[src/rtl/vpw_ctl_pkg.sv]
package vpw_ctl_pkg;

    localparam int REG_W   = 8;
    localparam int BIT_IGN = 7;
    localparam int BIT_CLK = 6;
    localparam int BIT_IE  = 1;
    localparam int BIT_WCM = 0;

    typedef struct packed {
        logic ign;
        logic clk_sel;
        logic ie;
        logic wcm;
    } ctl_t;

    typedef struct packed {
        logic sof;
        logic brk;
        logic wake;
        logic flush;
        logic req;
    } evt_t;

    function automatic logic [REG_W-1:0] ctl_pack(input ctl_t c);
        logic [REG_W-1:0] r;
        r          = '0;
        r[BIT_IGN] = c.ign;
        r[BIT_CLK] = c.clk_sel;
        r[BIT_IE]  = c.ie;
        r[BIT_WCM] = c.wcm;
        return r;
    endfunction

    function automatic logic evt_resync(input evt_t e);
        return e.sof | e.brk;
    endfunction

    function automatic logic evt_bypass(input evt_t e);
        return e.wake | e.flush;
    endfunction

endpackage

[src/rtl/vpw_ctl_fields.sv]
module vpw_ctl_fields
    import vpw_ctl_pkg::*;
(
    input  logic             clk,
    input  logic             rst,
    input  logic             wr_en,
    input  logic [REG_W-1:0] wdata,
    input  logic             resync,
    output ctl_t             ctl
);
    ctl_t ctl_q;
    logic lock_q;

    always_ff @(posedge clk) begin
        if (rst) begin
            ctl_q  <= '0;
            lock_q <= 1'b0;
        end else begin
            if (wr_en) begin
                ctl_q.ie  <= wdata[BIT_IE];
                ctl_q.wcm <= wdata[BIT_WCM];
                if (!lock_q) begin
                    ctl_q.clk_sel <= wdata[BIT_CLK];
                    lock_q        <= 1'b1;
                end
            end
            if (resync)
                ctl_q.ign <= 1'b0;
            else if (wr_en)
                ctl_q.ign <= wdata[BIT_IGN];
        end
    end

    assign ctl = ctl_q;

    AST_CLKSEL_LOCKED: assert property (@(posedge clk) disable iff (rst)
        lock_q |=> $stable(ctl_q.clk_sel));
    AST_IGN_AUTOCLR: assert property (@(posedge clk) disable iff (rst)
        resync |=> !ctl_q.ign);
    AST_IGN_HOLD: assert property (@(posedge clk) disable iff (rst)
        (ctl_q.ign && !resync && !wr_en) |=> ctl_q.ign);

endmodule

[src/rtl/vpw_ctl_gate.sv]
module vpw_ctl_gate
    import vpw_ctl_pkg::*;
(
    input  logic clk,
    input  logic rst,
    input  logic ign,
    input  evt_t evt,
    output logic upd_ok
);
    logic generic_ok;

    always_comb begin
        generic_ok = evt.req & ~ign;
        upd_ok     = generic_ok | evt_bypass(evt);
    end

    AST_MASKED_REQ: assert property (@(posedge clk) disable iff (rst)
        (ign && !evt.wake && !evt.flush) |-> !upd_ok);
    AST_BYPASS_PASS: assert property (@(posedge clk) disable iff (rst)
        (evt.wake || evt.flush) |-> upd_ok);

endmodule

[src/rtl/vpw_ctl_irq.sv]
module vpw_ctl_irq #(
    parameter int NSRC = 4
) (
    input  logic            clk,
    input  logic            rst,
    input  logic            ie,
    input  logic [NSRC-1:0] pend,
    output logic            irq
);
    logic [NSRC:0] any_chain;
    logic          irq_q;

    assign any_chain[0] = 1'b0;
    for (genvar i = 0; i < NSRC; i++) begin : g_or
        assign any_chain[i+1] = any_chain[i] | pend[i];
    end

    always_ff @(posedge clk) begin
        if (rst) irq_q <= 1'b0;
        else     irq_q <= ie & any_chain[NSRC];
    end

    assign irq = irq_q;

    AST_IRQ_GATED: assert property (@(posedge clk) disable iff (rst)
        !ie |=> !irq);
    AST_IRQ_QUIET: assert property (@(posedge clk) disable iff (rst)
        (pend == '0) |=> !irq);

endmodule

[src/rtl/vpw_ctl_reg.sv]
module vpw_ctl_reg
    import vpw_ctl_pkg::*;
#(
    parameter int NSRC = 4
) (
    input  logic            clk,
    input  logic            rst,
    input  logic            cpu_wr,
    input  logic [7:0]      cpu_wdata,
    output logic [7:0]      cpu_rdata,
    input  logic            rx_sof,
    input  logic            rx_break,
    input  logic            rx_wakeup,
    input  logic            rx_err_flush,
    input  logic            stat_req,
    input  logic [NSRC-1:0] src_pend,
    output logic            stat_upd_ok,
    output logic            clk_sel_bin,
    output logic            wait_clk_mode,
    output logic            irq
);
    evt_t evt;
    ctl_t ctl;

    assign evt = '{sof: rx_sof, brk: rx_break, wake: rx_wakeup,
                   flush: rx_err_flush, req: stat_req};

    vpw_ctl_fields u_fields (
        .clk    (clk),
        .rst    (rst),
        .wr_en  (cpu_wr),
        .wdata  (cpu_wdata),
        .resync (evt_resync(evt)),
        .ctl    (ctl)
    );

    vpw_ctl_gate u_gate (
        .clk    (clk),
        .rst    (rst),
        .ign    (ctl.ign),
        .evt    (evt),
        .upd_ok (stat_upd_ok)
    );

    vpw_ctl_irq #(.NSRC(NSRC)) u_irq (
        .clk  (clk),
        .rst  (rst),
        .ie   (ctl.ie),
        .pend (src_pend),
        .irq  (irq)
    );

    assign cpu_rdata     = ctl_pack(ctl);
    assign clk_sel_bin   = ctl.clk_sel;
    assign wait_clk_mode = ctl.wcm;

    AST_RESET_CLEAR: assert property (@(posedge clk)
        rst |=> (cpu_rdata == 8'h00 && !irq));

endmodule

[config.mk]
export PLATFORM = sky130hd
export DESIGN_NAME = vpw_ctl_reg
export DESIGN_NICKNAME = d
export VERILOG_FILES = /design/src/rtl/vpw_ctl_pkg.sv /design/src/rtl/vpw_ctl_fields.sv /design/src/rtl/vpw_ctl_gate.sv /design/src/rtl/vpw_ctl_irq.sv /design/src/rtl/vpw_ctl_reg.sv
export SDC_FILE = /design/constraint.sdc
export NUM_CORES = 1
export LEC_CHECK = 0
export BUFFER_PORTS_ARGS = -buffer_cell sky130_fd_sc_hd__clkbuf_2
export CAP_MARGIN = 25
export CORE_AREA = 2 2 39 41
export DETAILED_ROUTE_END_ITERATION = 6
export DIE_AREA = 0 0 41 43
export PLACE_DENSITY = 0.54
export SLEW_MARGIN = 20
export SYNTH_ARGS = -nofsm -noshare
export SYNTH_HDL_FRONTEND = slang
export SYNTH_SLANG_ARGS = --single-unit
[constraint.sdc]
create_clock -name clk -period 1.08 [get_ports clk]
set_input_delay 0.108 -clock clk [delete_from_list [all_inputs] [get_ports clk]]
set_output_delay 0.108 -clock clk [all_outputs]
set_load 0.05 [all_outputs]
---- Yosys cells after proc, flatten, opt, wreduce, memory -nomap -nowiden ----
Index checks and enable logic that the tools add are counted.
storage, ports and cells
  register bits ........................... 6
  input port bits ......................... 20
  output and inout port bits .............. 12
  word-level logic and storage cells ...... 18
cells by class
  bitwise logic cells ..................... 10
  reduce and logical (&&, ||, !) cells .... 2
operator list
  kind               number
  $or A1 B1 Y1       6
  $and A1 B1 Y1      2
  $not A1 Y1         2
  $reduce_and A2 Y1  1
  $reduce_or A2 Y1   1

---- Depth between registers and ports, before layout ----
  word-level depth ........................ 4
  depth in mapped cells ................... 3
  gate-level depth less buffers ........... 2

---- By module ----
Synthesis repeated with hierarchy kept, for this count alone.
unflattened totals
  cell total of the unflattened synthesis .. 32
  area, all modules ....................... 299.0 um2
by module, submodules not included
  module          instances  cells an instance  area each (um2)  seq. area each (um2)
  vpw_ctl_fields  1          18                 197.7            100.1
  vpw_ctl_reg     1          8                  55.1             0.0
  vpw_ctl_irq     1          3                  33.8             20.0
  vpw_ctl_gate    1          3                  12.5             0.0

---- Worst setup path before layout ----
OpenSTA, ideal clock, no wires.
  path type ............................... flip-flop to output port
  start point ............................. reg, netlist name u_fields.ctl[3]
  end point ............................... out stat_upd_ok
  arrival ................................. 1.402 ns
  required time ........................... 0.972 ns
  path slack .............................. -0.430 ns
  cell stages (with the launch flop) ...... 2
  buffers on the path ..................... 0
  path through ............................ dfxtp_1 o21ai_0
on the way
  longest elaborated chain between the ends .. 3
RTL lines
  element        RTL line            text
  $not A1 Y1     vpw_ctl_gate.sv:13  generic_ok = evt.req & ~ign;
  $and A1 B1 Y1  vpw_ctl_gate.sv:13
  $or A1 B1 Y1   vpw_ctl_gate.sv:14  upd_ok = generic_ok | evt_bypass(evt);
  end, declared  vpw_ctl_reg.sv:17   output logic stat_upd_ok,
Every way passes these cells.

---- Worst setup path in the final report ----
  start point ............................. reg, netlist name u_fields.ctl[3]
  end point ............................... out stat_upd_ok
on the way
  longest elaborated chain between the ends .. 3
RTL lines
  element        RTL line
  $not A1 Y1     vpw_ctl_gate.sv:13
  $and A1 B1 Y1  vpw_ctl_gate.sv:13
  $or A1 B1 Y1   vpw_ctl_gate.sv:14
Every way passes these cells.

==> summary.txt <==
Status: completed
Vias per cell: 3.91
Core outline area: 1380 µm²
Final slew viol count: 0
Yosys warns: 0
Hold_ws: 0.0282 ns
Filler Cell Count: 160
Mapped cell area: 310 µm²
CTS root buf: clkbuf_4
Synth Register Bits: 6
Fin crit period: 0.995 ns
H-tree Lvls: 1
Die area: 1760 µm²
Fin crit share: 0.921
R2R Path Start: u_fields.lock_q$_SDFFE_PP0P_
Hold Path Class: in2reg
Drt drc: 0
Sw frac: 0.328
Slowest stage delay, CP: 0.32 ns
Crit. End Element: output pin
VDD IR-drop max: 0.449 mV
Setup Viol. Count Final: 0
Total CTS buffers: 3
Hpwl dp: 466 µm
Clock transition at the registers of the reported paths: 0.05 ns
Net Sw Power: 197 µW
Pre-antenna DRT Iters: 3
Skew final: 0.00294 ns
Floorplan row count: 14
Avg Cell Area, Syn: 9.40 µm²
RSZ-0062 raised after global routing: no
Min-delay src: rx_break
Via count: 270
Post-layout nets: 75
Ports: 32
Post-synth top area cell: dfxtp_1
Post-route setup slack: 0.0851 ns
DRT iter0 DRCs: 1
Area Growth Syn to Fin: 33.5%
Final core occ: 0.299
Worst Path Class, Setup: reg2out
DR WL/cell: 8.26 µm
Largest net degree at the start of global routing: 8
Skew-Pair Late Insertion Delay: 0.24 ns
CP arrival: 0.89 ns
Initial antenna violation count: 0
Fmax: 1010 MHz
Mapped Cells: 33
Reg2reg path depth: 2
Top cells by area, synth: dfxtp_1 (39%), buf_4 (19%), mux2i_1 (9.7%)
CTS tree: done
GR Overflow Total: 0
Crit-path slowest cell: dfxtp_1
Setup TNS: 0 ns
Hold endpoint: u_fields.ctl[3]$_SDFFE_PP0P_
Critical Path Start: u_fields.ctl[3]$_SDFFE_PP0P_
Non-Filler Instances: 69
Synth top area share: 0.387
Ant diodes: 0
Flop-to-flop setup slack: 0.43 ns
Pre-CTS setup slack: 0.262 ns
First-pass GRT wire length: 786 µm
Seq/Total Area, Yosys: 0.387
Layout cell share with drive strength beyond 1: 0.547
Chip height: 43 µm
Worst hold path stage count: 2
Starting Density: 0.224
Cells after DPL: 66
Int Power: 404 µW
Worst Path Max Fanout: 3
Seq pwr share: 0.402
Worst path cell trace: o21ai_2 > buf_4
Hold-fix buffers at CTS: 0
Power share of the combinational group: 0.256
Crit start category: register
CTS sink cnt: 6
Die Wd: 41 µm
R2r endpoint: u_fields.ctl[2]$_SDFFE_PP0P_
Post-CTS Setup Bufs: 0
Worst Path Required: 0.97 ns
Port Buf Inserts: 23
Netlist cell types: 15
Clock power frac: 0.343
Vias in the first global route: 209
Total GRT Usage: 0.0772
Final Hold Fails: 0
Max clock buf depth: 2
P per Cell Area: 1450 nW/µm²
GPL Wtd Cong: 0.555
WL final: 570 µm
Routed Antenna Nets: 0
MaxCap Viol Count: 0
Leak: 0.000219 µW
==> synthesized netlist by cell type (all sizes together) <==
cell type	count
buf	9
dfxtp	6
nor2	5
mux2i	3
nor4	2
o21ai	2
conb	1
inv	1
nand2b	1
nand4bb	1
nor2b	1
nor3b	1
==> sequential cells by signal, indices dropped and copies added (netlist names) <==
| signal | count |
|---|---|
| u_fields.lock_q | 1 |
| u_irq.irq | 1 |
| u_fields.ctl | 4 |
==> per-layer routing <==
layer,vias to the layer above,share of wire,GRT usage
met5,-,0,0
met4,0,0.026,0.0800
met3,4,0.14,0.0628
met2,16,0.44,0.0875
li1,136,-,-
met1,114,0.39,0.0801
==> power by group through the flow <==
stage	combinational (µW)	clock (µW)	sequential (µW)
finish	154	206	241
global route	164	233	242
CTS	155	222	241
detailed placement	154	0	245
global placement	153	0	245
floorplan	113	0	265
==> cell families after synthesis <==
kind of cell / synth area share
AOI/OAI and AO/OA: 0.0322
buffers and inverters: 0.242
DFF: 0.387
muxes: 0.0968
other: 0.0121
and+or+nand+nor: 0.230
==> cell usage in the layout, fill, tap and decap left out <==
cell / synthesis / final
dfxtp_1: 6 / 6
buf_4: 8 / 1
nand4bb_1: 1 / 1
nand2b_1: 1 / 1
mux2i_1: 3 / 3
clkbuf_2: 0 / 22
nor4_2: 1 / 1
o21ai_1: 1 / 1
nor2_1: 5 / 5
o21ai_2: 0 / 1
nor2b_2: 1 / 1
nor4_1: 1 / 1
clkbuf_4: 0 / 3
inv_1: 1 / 1
nor3b_1: 1 / 1
conb_1: 1 / 4
==> worst max-delay path by stage <==
stage / end / slack (ns) / cells after the start
floorplan: cpu_rdata[6] / 0.06 / 1
global placement: stat_upd_ok / 0.26 / 2
detailed placement: stat_upd_ok / 0.26 / 2
CTS: stat_upd_ok / 0.04 / 2
global route: stat_upd_ok / 0.03 / 2
finish: stat_upd_ok / 0.09 / 2
==> metrics by stage <==
step | instance area [µm²] | power, µW
after global routing | 414 | 640
after detailed placement | 389 | 400
after global placement | 389 | 398
after floorplan | 325 | 378
after CTS | 414 | 618
final | 414 | 601
==> timing repair <==
action	CTS	global route
resized for setup	1	1
pin swaps	0	0
gates cloned	0	0
endpoints found under the setup margin	1	1
==> critical path: cells and delay by family (launching register included) <==
family,cells,cell delay [ns]
flops,1,0.32
buf+inv,1,0.20
compound gates,1,0.12
==> area by class of cell <==
cell class,instances,area [µm²],area share
clock buffer,3,22.5,0.0544
inverter,1,3.75,0.00906
multi-input combinational,20,130,0.314
sequential,6,120,0.290
tap,16,20.0,0.0483
timing repair buffer,23,118,0.284
Power figures use the tool's default switching activity.
